[config.mk]
export PLATFORM = sky130hd
export DESIGN_NAME = status_frame_tx
export DESIGN_NICKNAME = d
export VERILOG_FILES = /design/src/rtl/status_frame_pkg.sv /design/src/rtl/status_frame_split.sv /design/src/rtl/status_frame_capture.sv /design/src/rtl/status_frame_hdr.sv /design/src/rtl/status_frame_ctrl.sv /design/src/rtl/status_frame_tx.sv
export SDC_FILE = /design/constraint.sdc
export NUM_CORES = 1
export LEC_CHECK = 0
export BUFFER_PORTS_ARGS = -buffer_cell sky130_fd_sc_hd__buf_2
export CORE_MARGIN = 3
export CORE_UTILIZATION = 58
export DETAILED_ROUTE_END_ITERATION = 6
export PLACE_DENSITY = 0.84
export SETUP_SLACK_MARGIN = 0.3
export SLEW_MARGIN = 20
export SYNTH_ARGS = -nofsm -noshare
export SYNTH_HDL_FRONTEND = slang
export SYNTH_SLANG_ARGS = --single-unit
[constraint.sdc]
create_clock -name clk -period 4.7 [get_ports clk]
set_input_delay 0.235 -clock clk [delete_from_list [all_inputs] [get_ports clk]]
set_output_delay 0.235 -clock clk [all_outputs]
set_load 0.02 [all_outputs]
[src/rtl/status_frame_pkg.sv]
package status_frame_pkg;

   localparam int unsigned WORD_W = 16;

   typedef logic [WORD_W-1:0] word_t;

   localparam word_t SOF_WORD = 16'hFB01;
   localparam word_t EOF_WORD = 16'h04FE;

   // start marker, kind, length, state, firmware version
   localparam int unsigned SINGLE_HDR_WORDS = 5;

   typedef enum logic [1:0] {
      PH_IDLE = 2'd0,
      PH_HDR  = 2'd1,
      PH_PAY  = 2'd2,
      PH_TAIL = 2'd3
   } phase_t;

   function automatic int unsigned words_of(input int unsigned bits);
      return (bits + WORD_W - 1) / WORD_W;
   endfunction

endpackage

[src/rtl/status_frame_split.sv]
module status_frame_split
   import status_frame_pkg::*;
#(
   parameter int unsigned FIELD_W   = 64,
   parameter bit          MSW_FIRST = 1'b1,
   localparam int unsigned N_WORDS  = words_of(FIELD_W)
) (
   input  logic [FIELD_W-1:0]        field,
   output logic [N_WORDS*WORD_W-1:0] words   // slot 0 is sent first
);

   if (FIELD_W % WORD_W != 0) begin : g_bad_width
      $error("status_frame_split: FIELD_W must be a multiple of the word width");
   end

   for (genvar i = 0; i < N_WORDS; i++) begin : g_word
      if (MSW_FIRST) begin : g_msw
         assign words[i*WORD_W +: WORD_W] = field[(N_WORDS-1-i)*WORD_W +: WORD_W];
      end else begin : g_lsw
         assign words[i*WORD_W +: WORD_W] = field[i*WORD_W +: WORD_W];
      end
   end

endmodule

[src/rtl/status_frame_capture.sv]
module status_frame_capture
   import status_frame_pkg::*;
#(
   parameter int unsigned KIND_W  = 3,
   parameter int unsigned COUNT_W = 12,
   parameter int unsigned STATE_W = 3,
   parameter int unsigned BOARD_W = 64,
   parameter int unsigned TRIG_W  = 32,
   parameter int unsigned TIME_W  = 64
) (
   input  logic               clk,
   input  logic               rst_n,
   input  logic               load,
   input  logic [KIND_W-1:0]  in_kind,
   input  logic [COUNT_W-1:0] in_count,
   input  logic [STATE_W-1:0] in_state,
   input  logic [BOARD_W-1:0] in_board,
   input  word_t              in_fw,
   input  logic [TRIG_W-1:0]  in_trig,
   input  logic [TIME_W-1:0]  in_time,
   output word_t              kind_q,
   output word_t              size_q,
   output word_t              state_q,
   output logic [BOARD_W-1:0] board_q,
   output word_t              fw_q,
   output logic [TRIG_W-1:0]  trig_q,
   output logic [TIME_W-1:0]  time_q
);

   always_ff @(posedge clk or negedge rst_n) begin
      if (!rst_n) begin
         kind_q  <= '0;
         size_q  <= '0;
         state_q <= '0;
         board_q <= '0;
         fw_q    <= '0;
         trig_q  <= '0;
         time_q  <= '0;
      end else if (load) begin
         kind_q  <= WORD_W'(in_kind);
         size_q  <= WORD_W'(in_count) + word_t'(1);
         state_q <= WORD_W'(in_state);
         board_q <= in_board;
         fw_q    <= in_fw;
         trig_q  <= in_trig;
         time_q  <= in_time;
      end
   end

   // the length word counts the end marker on top of the payload
   assert_size_plus_one_R4: assert property (@(posedge clk) disable iff (!rst_n)
      load |=> (size_q == WORD_W'($past(in_count)) + word_t'(1)));

endmodule

[src/rtl/status_frame_hdr.sv]
module status_frame_hdr
   import status_frame_pkg::*;
#(
   parameter int unsigned BOARD_W   = 64,
   parameter int unsigned TRIG_W    = 32,
   parameter int unsigned TIME_W    = 64,
   parameter bit          MSW_FIRST = 1'b1,
   localparam int unsigned BOARD_N  = words_of(BOARD_W),
   localparam int unsigned TRIG_N   = words_of(TRIG_W),
   localparam int unsigned TIME_N   = words_of(TIME_W),
   localparam int unsigned HDR_N    = SINGLE_HDR_WORDS + BOARD_N + TRIG_N + TIME_N,
   localparam int unsigned IDX_W    = $clog2(HDR_N)
) (
   input  word_t              kind_q,
   input  word_t              size_q,
   input  word_t              state_q,
   input  logic [BOARD_W-1:0] board_q,
   input  word_t              fw_q,
   input  logic [TRIG_W-1:0]  trig_q,
   input  logic [TIME_W-1:0]  time_q,
   input  logic [IDX_W-1:0]   idx,
   output word_t              hdr_word
);

   localparam int unsigned BOARD_AT = 4;
   localparam int unsigned FW_AT    = BOARD_AT + BOARD_N;
   localparam int unsigned TRIG_AT  = FW_AT + 1;
   localparam int unsigned TIME_AT  = TRIG_AT + TRIG_N;

   logic [BOARD_N*WORD_W-1:0] board_w;
   logic [TRIG_N*WORD_W-1:0]  trig_w;
   logic [TIME_N*WORD_W-1:0]  time_w;
   word_t                     slot [HDR_N];

   status_frame_split #(.FIELD_W(BOARD_W), .MSW_FIRST(MSW_FIRST)) u_split_board (
      .field(board_q), .words(board_w));
   status_frame_split #(.FIELD_W(TRIG_W), .MSW_FIRST(MSW_FIRST)) u_split_trig (
      .field(trig_q), .words(trig_w));
   status_frame_split #(.FIELD_W(TIME_W), .MSW_FIRST(MSW_FIRST)) u_split_time (
      .field(time_q), .words(time_w));

   assign slot[0]     = SOF_WORD;
   assign slot[1]     = kind_q;
   assign slot[2]     = size_q;
   assign slot[3]     = state_q;
   assign slot[FW_AT] = fw_q;

   for (genvar i = 0; i < BOARD_N; i++) begin : g_board
      assign slot[BOARD_AT+i] = board_w[i*WORD_W +: WORD_W];
   end
   for (genvar i = 0; i < TRIG_N; i++) begin : g_trig
      assign slot[TRIG_AT+i] = trig_w[i*WORD_W +: WORD_W];
   end
   for (genvar i = 0; i < TIME_N; i++) begin : g_time
      assign slot[TIME_AT+i] = time_w[i*WORD_W +: WORD_W];
   end

   always_comb begin
      hdr_word = '0;
      for (int k = 0; k < HDR_N; k++) begin
         if (idx == IDX_W'(k)) hdr_word = slot[k];
      end
   end

endmodule

[src/rtl/status_frame_ctrl.sv]
module status_frame_ctrl
   import status_frame_pkg::*;
#(
   parameter int unsigned HDR_N   = 15,
   parameter int unsigned COUNT_W = 12,
   localparam int unsigned IDX_W  = $clog2(HDR_N)
) (
   input  logic               clk,
   input  logic               rst_n,
   input  logic               req_valid,
   input  logic [COUNT_W-1:0] req_count,
   input  logic               pl_valid,
   input  logic               out_ready,
   output logic               req_ready,
   output logic               load,
   output phase_t             phase,
   output logic [IDX_W-1:0]   idx,
   output logic               pl_ready,
   output logic               out_valid
);

   localparam logic [IDX_W-1:0] IDX_LAST = IDX_W'(HDR_N - 1);

   logic [COUNT_W-1:0] remain;
   logic               hdr_last;
   logic               pay_fire;

   assign req_ready = (phase == PH_IDLE);
   assign load      = req_valid && req_ready;
   assign hdr_last  = (idx == IDX_LAST);
   assign pay_fire  = (phase == PH_PAY) && pl_valid && out_ready;
   assign pl_ready  = (phase == PH_PAY) && out_ready;

   always_comb begin
      unique case (phase)
         PH_HDR, PH_TAIL: out_valid = 1'b1;
         PH_PAY:          out_valid = pl_valid;
         default:         out_valid = 1'b0;
      endcase
   end

   always_ff @(posedge clk or negedge rst_n) begin
      if (!rst_n) begin
         phase  <= PH_IDLE;
         idx    <= '0;
         remain <= '0;
      end else begin
         unique case (phase)
            PH_IDLE: begin
               if (load) begin
                  phase  <= PH_HDR;
                  idx    <= '0;
                  remain <= req_count;
               end
            end
            PH_HDR: begin
               if (out_ready) begin
                  if (hdr_last) begin
                     idx   <= '0;
                     phase <= (remain == '0) ? PH_TAIL : PH_PAY;
                  end else begin
                     idx <= idx + 1'b1;
                  end
               end
            end
            PH_PAY: begin
               if (pay_fire) begin
                  remain <= remain - 1'b1;
                  if (remain == COUNT_W'(1)) phase <= PH_TAIL;
               end
            end
            PH_TAIL: begin
               if (out_ready) phase <= PH_IDLE;
            end
            default: phase <= PH_IDLE;
         endcase
      end
   end

   // the payload phase is never entered or kept with nothing left to send
   assert_remain_live_R6: assert property (@(posedge clk) disable iff (!rst_n)
      (phase == PH_PAY) |-> (remain != '0));

   // the header ends after its last slot is taken
   assert_hdr_leaves_R3: assert property (@(posedge clk) disable iff (!rst_n)
      (phase == PH_HDR && out_ready && hdr_last) |=> (phase != PH_HDR));

   // end marker taken means the frame is over
   assert_tail_closes_R7: assert property (@(posedge clk) disable iff (!rst_n)
      (phase == PH_TAIL && out_ready) |=> req_ready);

endmodule

[src/rtl/status_frame_tx.sv]
module status_frame_tx
   import status_frame_pkg::*;
#(
   parameter int unsigned KIND_W    = 3,
   parameter int unsigned COUNT_W   = 12,
   parameter int unsigned STATE_W   = 3,
   parameter int unsigned BOARD_W   = 64,
   parameter int unsigned TRIG_W    = 32,
   parameter int unsigned TIME_W    = 64,
   parameter bit          MSW_FIRST = 1'b1
) (
   input  logic               clk,
   input  logic               rst_n,
   input  logic               req_valid,
   output logic               req_ready,
   input  logic [KIND_W-1:0]  req_kind,
   input  logic [COUNT_W-1:0] req_count,
   input  logic [STATE_W-1:0] req_state,
   input  logic [BOARD_W-1:0] req_board,
   input  logic [15:0]        req_fw,
   input  logic [TRIG_W-1:0]  req_trig,
   input  logic [TIME_W-1:0]  req_time,
   input  logic               pl_valid,
   output logic               pl_ready,
   input  logic [15:0]        pl_data,
   output logic               out_valid,
   input  logic               out_ready,
   output logic [15:0]        out_data
);

   localparam int unsigned HDR_N = SINGLE_HDR_WORDS + words_of(BOARD_W)
                                   + words_of(TRIG_W) + words_of(TIME_W);
   localparam int unsigned IDX_W = $clog2(HDR_N);

   if (COUNT_W >= WORD_W) begin : g_bad_count
      $error("status_frame_tx: COUNT_W must leave room for the end marker in the length word");
   end
   if (KIND_W > WORD_W || STATE_W > WORD_W) begin : g_bad_code
      $error("status_frame_tx: code fields must fit one word");
   end

   logic               load;
   phase_t             phase;
   logic [IDX_W-1:0]   idx;
   word_t              kind_q, size_q, state_q, fw_q, hdr_word;
   logic [BOARD_W-1:0] board_q;
   logic [TRIG_W-1:0]  trig_q;
   logic [TIME_W-1:0]  time_q;

   status_frame_ctrl #(.HDR_N(HDR_N), .COUNT_W(COUNT_W)) u_ctrl (
      .clk       (clk),
      .rst_n     (rst_n),
      .req_valid (req_valid),
      .req_count (req_count),
      .pl_valid  (pl_valid),
      .out_ready (out_ready),
      .req_ready (req_ready),
      .load      (load),
      .phase     (phase),
      .idx       (idx),
      .pl_ready  (pl_ready),
      .out_valid (out_valid)
   );

   status_frame_capture #(
      .KIND_W(KIND_W), .COUNT_W(COUNT_W), .STATE_W(STATE_W),
      .BOARD_W(BOARD_W), .TRIG_W(TRIG_W), .TIME_W(TIME_W)
   ) u_capture (
      .clk      (clk),
      .rst_n    (rst_n),
      .load     (load),
      .in_kind  (req_kind),
      .in_count (req_count),
      .in_state (req_state),
      .in_board (req_board),
      .in_fw    (req_fw),
      .in_trig  (req_trig),
      .in_time  (req_time),
      .kind_q   (kind_q),
      .size_q   (size_q),
      .state_q  (state_q),
      .board_q  (board_q),
      .fw_q     (fw_q),
      .trig_q   (trig_q),
      .time_q   (time_q)
   );

   status_frame_hdr #(
      .BOARD_W(BOARD_W), .TRIG_W(TRIG_W), .TIME_W(TIME_W), .MSW_FIRST(MSW_FIRST)
   ) u_hdr (
      .kind_q   (kind_q),
      .size_q   (size_q),
      .state_q  (state_q),
      .board_q  (board_q),
      .fw_q     (fw_q),
      .trig_q   (trig_q),
      .time_q   (time_q),
      .idx      (idx),
      .hdr_word (hdr_word)
   );

   always_comb begin
      unique case (phase)
         PH_HDR:  out_data = hdr_word;
         PH_PAY:  out_data = pl_data;
         PH_TAIL: out_data = EOF_WORD;
         default: out_data = '0;
      endcase
   end

   // start marker comes first
   assert_sof_first_R2: assert property (@(posedge clk) disable iff (!rst_n)
      load |=> (out_valid && out_data == SOF_WORD));

   // a stalled header or end-marker word is held
   assert_hold_word_R10: assert property (@(posedge clk) disable iff (!rst_n)
      (out_valid && !out_ready && phase != PH_PAY) |=> (out_valid && $stable(out_data)));

   // nothing leaves while a new request can be taken
   assert_idle_quiet_R11: assert property (@(posedge clk) disable iff (!rst_n)
      req_ready |-> (!out_valid && !pl_ready));

endmodule

==> run summary, run 1 <==
Hold_sp - req_count[1]
WP buf/inv - 2
P_int - 5.55 mW
Number of synthesized flops with an enable pin - 0
Sw Share - 0.399
Cell mode on critical path - a221oi_1
CP max stage cell - dfrtp_2
CP arrival - 4.19 ns
Sequential Power Share - 0.399
Run status - complete, but fails checks
Clk slew on worst S/H paths - 0.06 ns
CTS tree - built
Top sig layer - met5
Sink of the worst hold path - u_ctrl.remain[1]
Remaining DRCs - 2
Clock skew - 0.0385 ns
Clk buf depth - 3
WL/cell - 25.4 um
Gpl congestion - 1.06
Post-layout minimum cycle time - 4.43 ns
Final Slew Violations - 0
CORE AREA - 18,300 sq um
#FFs+latches synth - 213
Nets@finish - 1,583
DR vias - 10,500
Clock sinks - 213
Initial Util - 0.601
Largest net degree at the start of global routing - 120
Iteration-0 DRC Markers - 1,692
Clk network pwr share - 0.196
Critical R2R Capture - u_capture.time_q[3]
Die H - 144 um
Peak supply drop - 0.413 mV
Root buffer selected by CTS - clkbuf_16
# rows - 49
Crit-path max FO - 37
Area Growth Syn to Fin - 34.7%
Slew margin rel. - 0.297
R2R Setup Slk - 2.01 ns
GR Util All Layers - 0.391
Final setup violation count - 0
Hold Crit Depth - 3
Worst reg2reg path depth - 6
Count of different cell masters after synthesis - 67
Syn_area_per_cell - 11.2 sq um
Required time worst endpoint - 4.47 ns
Setup crit end kind - output port
Max-Cap Viols - 0
First-pass DRT Iterations - 7
Die width - 144 um
Fmax - 226 MHz
IO Count - 234
Syn Inst Count - 981
PwrDens - 623 nW/um^2
Layout cells sized above 1 - 0.364
Reg2reg start - u_ctrl.phase[0]
Antenna violations before repair - 3
RSZ-0062 raised after global routing - no
Cell leakage power - 6.53 nW
Worst Path Class, Setup - register to output port
Final Hold Viols - 0
Clk Latency, worst-skew pair - 0.54 ns
Comb power frac - 0.406
Vias per cell - 6.55
Hold WC Path Type - input port to register
WL met1 - 14,000 um
# port buffers - 233
Delay-heaviest family, CP - compound AO/OA/AOI/OAI gates
Failing checks - design-rule violations
Most used DFF post-synth - dfrtp_1
Fraction of registers with async set or reset after synthesis - 1.00
Post-cts resize count - 0
Net Switching - 3.68 mW
Vias in the first global route - 10,800
Metal3 WL - 4330 um
Dpl hpwl - 23,200 um
Met2 WL - 19,100 um
Final setup TNS - 0 ns
Syn. warnings - 0
Final ANT Viol Nets - 0
Least-Margin Pin Slew - 1.05 ns
Fin crit share - 0.942
H-tree levels - 1
Global-route wire length before repair - 61,400 um
Crit path largest cell delay - 0.81 ns
Post-synth net total - 1,203
Hold Worst Slack - 0.0137 ns
Register area share after synthesis - 0.484
Final WL - 40,800 um
Grt total ovfl - 0
Critical Path Start Type - register
TritonCTS Buffers - 24
Synthesized area - 11,000 sq um
DIE AREA - 20,700 sq um
Critical path cell sequence - buf_4 -> nand2b_1 -> o22ai_1 -> a221oi_1 -> o21ai_1 -> a221oi_1 -> buf_2
[kinds of logic after synthesis]
family                   after synthesis  share of synthesized area
multiplexers                         212                      0.217
AO/OA/AOI/OAI                        250                      0.145
buffers and inverters                 84                     0.0357
flip-flops                           213                      0.484
adder cells (fa/ha/maj)                7                    0.00795
AND/OR/NAND/NOR                      205                      0.102
XOR/XNOR                              10                    0.00795
[power groups by stage]
stage / Clock, mW / Combinational [mW] / Sequential [mW]
floorplan: 0 / 2.63 / 3.15
global placement: 0 / 3.21 / 3.52
detailed placement: 0 / 3.33 / 3.55
CTS: 1.77 / 3.49 / 3.54
global route: 1.88 / 3.96 / 3.72
finish: 1.81 / 3.74 / 3.68
[cell usage in the layout, fill, tap and decap left out, types with 7 or more instances in the layout]
| master | netlist | final |
|---|---|---|
| o21ai_0 | 87 | 87 |
| a22oi_1 | 10 | 10 |
| and2_1 | 10 | 10 |
| clkbuf_16 | 0 | 24 |
| ha_1 | 7 | 7 |
| clkinv_2 | 0 | 7 |
| and3_1 | 7 | 7 |
| and3b_1 | 8 | 8 |
| o21ai_1 | 7 | 7 |
| buf_2 | 33 | 232 |
| a21oi_1 | 40 | 40 |
| buf_4 | 7 | 10 |
| a221oi_1 | 17 | 17 |
| nor2_1 | 38 | 38 |
| dfrtp_1 | 213 | 211 |
| nor3_1 | 9 | 9 |
| mux2i_1 | 17 | 17 |
| nand3_1 | 23 | 23 |
| nand2b_1 | 9 | 9 |
| o22ai_1 | 19 | 19 |
| nand2_1 | 54 | 53 |
| a211oi_1 | 12 | 12 |
| nor2b_1 | 15 | 15 |
| a31oi_1 | 10 | 10 |
| inv_1 | 10 | 10 |
| mux2_2 | 193 | 193 |
| dlygate4sd3_1 | 0 | 182 |
| xor2_1 | 7 | 7 |
[per-layer routing]
layer | up-vias | track usage
met5 | - | 0
met4 | 4 | 0.234
met2 | 866 | 0.638
met3 | 276 | 0.101
li1 | 4378 | -
met1 | 5006 | 0.467
[worst max-delay path by stage]
stage	slack [ns]	cells after the start	start	endpoint
after floorplan	2.53	8	u_ctrl.phase[0]	out_data[14]
after global placement	1.75	6	u_ctrl.idx[0]	out_data[12]
after detailed placement	1.71	6	u_ctrl.idx[0]	out_data[12]
after CTS	1.15	6	u_ctrl.idx[0]	out_data[12]
after global routing	0.32	7	u_ctrl.idx[1]	out_data[5]
final	0.27	7	u_ctrl.idx[1]	out_data[5]
[synthesized netlist by cell type (all sizes together) (2+ instances only)]
cell / number / area [sq um]
dfrtp: 213 / 5330
mux2: 193 / 2170
o21ai: 94 / 470
nand2: 54 / 203
buf: 45 / 244
a21oi: 40 / 200
nor2: 40 / 155
clkbuf: 29 / 111
nand3: 23 / 115
o22ai: 19 / 119
a221oi: 18 / 164
mux2i: 17 / 170
nor2b: 15 / 93.8
a211oi: 12 / 90.1
nor3: 11 / 65.1
a22oi: 10 / 75.1
a31oi: 10 / 62.6
and2: 10 / 62.6
inv: 10 / 37.5
nand2b: 9 / 56.3
and3b: 8 / 70.1
and3: 7 / 43.8
ha: 7 / 87.6
xor2: 7 / 61.3
a21o: 6 / 45.0
a22o: 6 / 52.6
nand4: 5 / 37.5
o221a: 5 / 56.3
o221ai: 5 / 43.8
nand3b: 4 / 30.0
nor3b: 4 / 40.0
nor4: 4 / 58.8
o211ai: 4 / 30.0
or3: 4 / 26.3
a21boi: 3 / 22.5
o21bai: 3 / 22.5
o31ai: 3 / 22.5
xnor2: 3 / 26.3
and4: 2 / 17.5
and4b: 2 / 20.0
mux4: 2 / 45.0
o2bb2ai: 2 / 17.5
o31a: 2 / 17.5
[repair_timing]
item,in CTS,in global routing
endpoints found under the hold margin,298,1
hold buffers,181,1
buffers inserted,0,0
[flip-flops by register name (all words and copies together) (netlist names)]
name	cells
u_capture.board_q	64
u_capture.fw_q	16
u_capture.kind_q	3
u_capture.size_q	13
u_capture.state_q	3
u_capture.time_q	64
u_capture.trig_q	32
u_ctrl.idx	4
u_ctrl.phase	2
u_ctrl.remain	12
[tightest hold or removal path, delay by kind of cell]
kind | cells | cell delay [ns]
buffers and inverters | 1 | 0.11
AO/OA/AOI/OAI | 2 | 0.15
[area by class of cell]
type / count / area, sq um
Fill cell: 956 / 3500
Sequential cell: 213 / 5340
Inverter: 10 / 37.5
Timing Repair Buffer: 428 / 3130
Clock inverter: 9 / 60.1
Tap cell: 229 / 287
Clock buffer: 34 / 678
Antenna cell: 1 / 2.50
Multi-Input combinational cell: 684 / 5300
[through the flow]
stage / total power, mW / worst slack (ns) / instances / instance area (sq um) / utilization
3_3_place_gp: 6.73 / 1.75 / 1382 / 12300 / 0.669
4_1_cts: 8.80 / 1.15 / 1606 / 14800 / 0.808
5_1_grt: 9.56 / 0.320 / 1608 / 14800 / 0.809
6_report: 9.23 / 0.272 / 1608 / 14800 / 0.809
2_1_floorplan: 5.78 / 2.53 / 981 / 11000 / -
3_5_place_dp: 6.88 / 1.71 / 1382 / 12300 / 0.669
No activity file was read; power rests on OpenSTA's default activity.
==> run 2, diff against run 1 <==
--- a/config.mk
+++ b/config.mk
@@ -6,10 +6,11 @@
 export NUM_CORES = 1
 export LEC_CHECK = 0
 export BUFFER_PORTS_ARGS = -buffer_cell sky130_fd_sc_hd__buf_2
+export CAP_MARGIN = 25
 export CORE_MARGIN = 3
-export CORE_UTILIZATION = 58
+export CORE_UTILIZATION = 55
 export DETAILED_ROUTE_END_ITERATION = 6
-export PLACE_DENSITY = 0.84
+export PLACE_DENSITY = 0.8
 export SETUP_SLACK_MARGIN = 0.3
 export SLEW_MARGIN = 20
 export SYNTH_ARGS = -nofsm -noshare
==> constraint.sdc (replaced) <==
create_clock -name clk -period 4.8 [get_ports clk]
set_input_delay 0.24 -clock clk [delete_from_list [all_inputs] [get_ports clk]]
set_output_delay 0.24 -clock clk [all_outputs]
set_load 0.02 [all_outputs]
==> run 2 against run 1 <==
Effect of this change: the run now ends clean; sequential share of layout area is 0.29 points lower; utilization shrank 4.6 points; global-route usage is 3.1 points lower; register-to-register slack better by 0.20 ns; clock skew fell by 0.011 ns; power is 2.3% lower; hold slack better by 0.0031 ns.
==> run summary, run 2 (synthesized netlist as in run 1, its figures left out) <==
Hold_buf cts - 183 (was 181)
RSZ-0062 raised after global routing - no (unchanged)
# rows - 51 (was 49)
Place WS - 1.84 ns (was 1.71 ns)
Slew margin rel. - 0.315 (was 0.297)
Root buffer selected by CTS - clkbuf_16 (unchanged)
Vias per cell - 6.23 (was 6.55)
Fin crit share - 0.804
Required time worst endpoint - 4.56 ns (was 4.47 ns)
PwrDens - 604 nW/um^2 (was 623 nW/um^2)
Layout cells sized above 1 - 0.366 (was 0.364)
GR Util All Layers - 0.360 (was 0.391)
WL/cell - 24.0 um (was 25.4 um)
Iteration-0 DRC Markers - 1,478 (was 1,692)
Final ANT Viol Nets - 0 (unchanged)
Final WL - 39,600 um (was 40,800 um)
Crit-path max FO - 40 (was 37)
Post-CTS setup buffers - 0 (unchanged)
Antenna violations before repair - 4 (was 3)
H-tree levels - 1 (unchanged)
Area Growth Syn to Fin - 35.8% (was 34.7%)
Final total power - 9.02 mW (was 9.23 mW)
CORE AREA - 19,600 sq um (was 18,300 sq um)
Remaining DRCs - 0 (was 2)
First-pass DRT Iterations - 7 (unchanged)
Largest regs - u_capture.board_q: 64 flops, u_capture.time_q: 64 flops, u_capture.trig_q: 32 flops (unchanged)
DR vias - 10,300 (was 10,500)
Setup crit end kind - output port (unchanged)
Final setup violation count - 0 (unchanged)
Global-route wire length before repair - 60,500 um (was 61,400 um)
Met2 WL - 18,600 um (was 19,100 um)
Die H - 147 um (was 144 um)
Least-Margin Pin Slew - 1.03 ns (was 1.05 ns)
IO Count - 234 (unchanged)
CTS tree - built (unchanged)
Peak supply drop - 0.340 mV (was 0.413 mV)
Run status - completed (was complete, but fails checks)
Worst Path Class, Setup - register to output port (unchanged)
# port buffers - 233 (unchanged)
Most common library cell in the layout ignoring fill and taps - buf_2 (unchanged)
Cell mode on critical path - a221oi_1 (unchanged)
Grt total ovfl - 0 (unchanged)
Final setup TNS - 0 ns (unchanged)
Clk Latency, worst-skew pair - 0.54 ns (about the same)
Hold Worst Slack - 0.0169 ns (was 0.0137 ns)
Nets@finish - 1,585 (was 1,583)
WL met1 - 14,100 um (was 14,000 um)
TritonCTS Buffers - 24 (unchanged)
CP max stage cell - dfrtp_2 (unchanged)
Max-Cap Viols - 0 (unchanged)
Dpl hpwl - 23,600 um (was 23,200 um)
Critical Path Start Type - register (unchanged)
Initial Util - 0.562 (was 0.601)
Post-Layout Inst Area - 14,900 sq um (was 14,800 sq um)
Largest net degree at the start of global routing - 123 (was 120)
Critical path cell sequence - buf_4 -> and3b_1 -> o21ai_0 -> a221oi_1 -> o21ai_1 -> a221oi_1 -> buf_2 (was buf_4 -> nand2b_1 -> o22ai_1 -> a221oi_1 -> o21ai_1 -> a221oi_1 -> buf_2)
Final Slew Violations - 0 (unchanged)
Post-layout minimum cycle time - 3.86 ns
Crit path largest cell delay - 0.83 ns (was 0.81 ns)
DP Area - 12,300 sq um (about the same)
Final Hold Viols - 0 (unchanged)
Gpl congestion - 0.966 (was 1.06)
Metal3 WL - 3790 um (was 4330 um)
Hold WC Path Type - input port to register (unchanged)
Final worst slack - 0.940 ns (was 0.272 ns)
Most frequent cells in the layout - buf_2 (232), dfrtp_1 (211), mux2_2 (193) (unchanged)
Post-cts resize count - 0 (unchanged)
Clk buf depth - 3 (unchanged)
Cell leakage power - 6.56 nW (was 6.53 nW)
Clock sinks - 213 (unchanged)
Clock skew - 0.0272 ns (was 0.0385 ns)
WP buf/inv - 2 (unchanged)
Fmax - 259 MHz
CP arrival - 3.62 ns (was 4.19 ns)
Top sig layer - met4 (was met5)
Die width - 147 um (was 144 um)
Delay-heaviest family, CP - compound AO/OA/AOI/OAI gates (unchanged)
Vias in the first global route - 10,600 (was 10,800)
Clk slew on worst S/H paths - 0.06 ns (about the same)
DIE AREA - 21,800 sq um (was 20,700 sq um)
[run 2: layout make-up]
| class | instances | area (sq um) |
|---|---|---|
| fillers | 1193 | 4640 |
| multi-input cells | 684 | 5300 |
| diodes | 5 | 12.5 |
| clock inverters | 8 | 104 |
| inverters | 10 | 37.5 |
| well taps | 265 | 332 |
| flip-flops and latches | 213 | 5340 |
| clock buffers | 34 | 708 |
| repair buffers | 430 | 3120 |
[run 2: routing by layer]
layer | vias to the layer above | track usage
met1 | 4905 | 0.446
met3 | 225 | 0.0681
met5 | - | 0
met4 | 0 | 0.203
met2 | 766 | 0.595
li1 | 4378 | -
[run 2: final timing paths]
| kind | start | to | slack, ns | cells past startpoint |
|---|---|---|---|---|
| min in group asynchronous | rst_n | u_capture.time_q[10] | 0.39 | 2 |
| hold / removal | req_count[0] | u_capture.size_q[0] | 0.02 | 2 |
| setup / recovery | u_ctrl.idx[1] | out_data[6] | 0.94 | 7 |
| setup reg to reg | u_ctrl.phase[0] | u_ctrl.remain[9] | 2.21 | 6 |
| hold reg to reg | u_capture.size_q[3] | u_capture.size_q[3] | 0.49 | 2 |
| max in group asynchronous | rst_n | u_capture.trig_q[15] | 3.21 | 3 |
[run 2: stage by stage]
step                       util  std cells
after detailed placement  0.628       1419
after CTS                 0.762       1644
after global routing      0.763       1648
after floorplan               -        981
final                     0.763       1649
after global placement    0.628       1419
[run 2: where the power goes]
part	internal, mW	total [mW]	switching (mW)
clock network	1.13	1.92	0.784
logic	1.72	3.54	1.82
registers	2.72	3.57	0.853
total	5.57	9.02	3.46
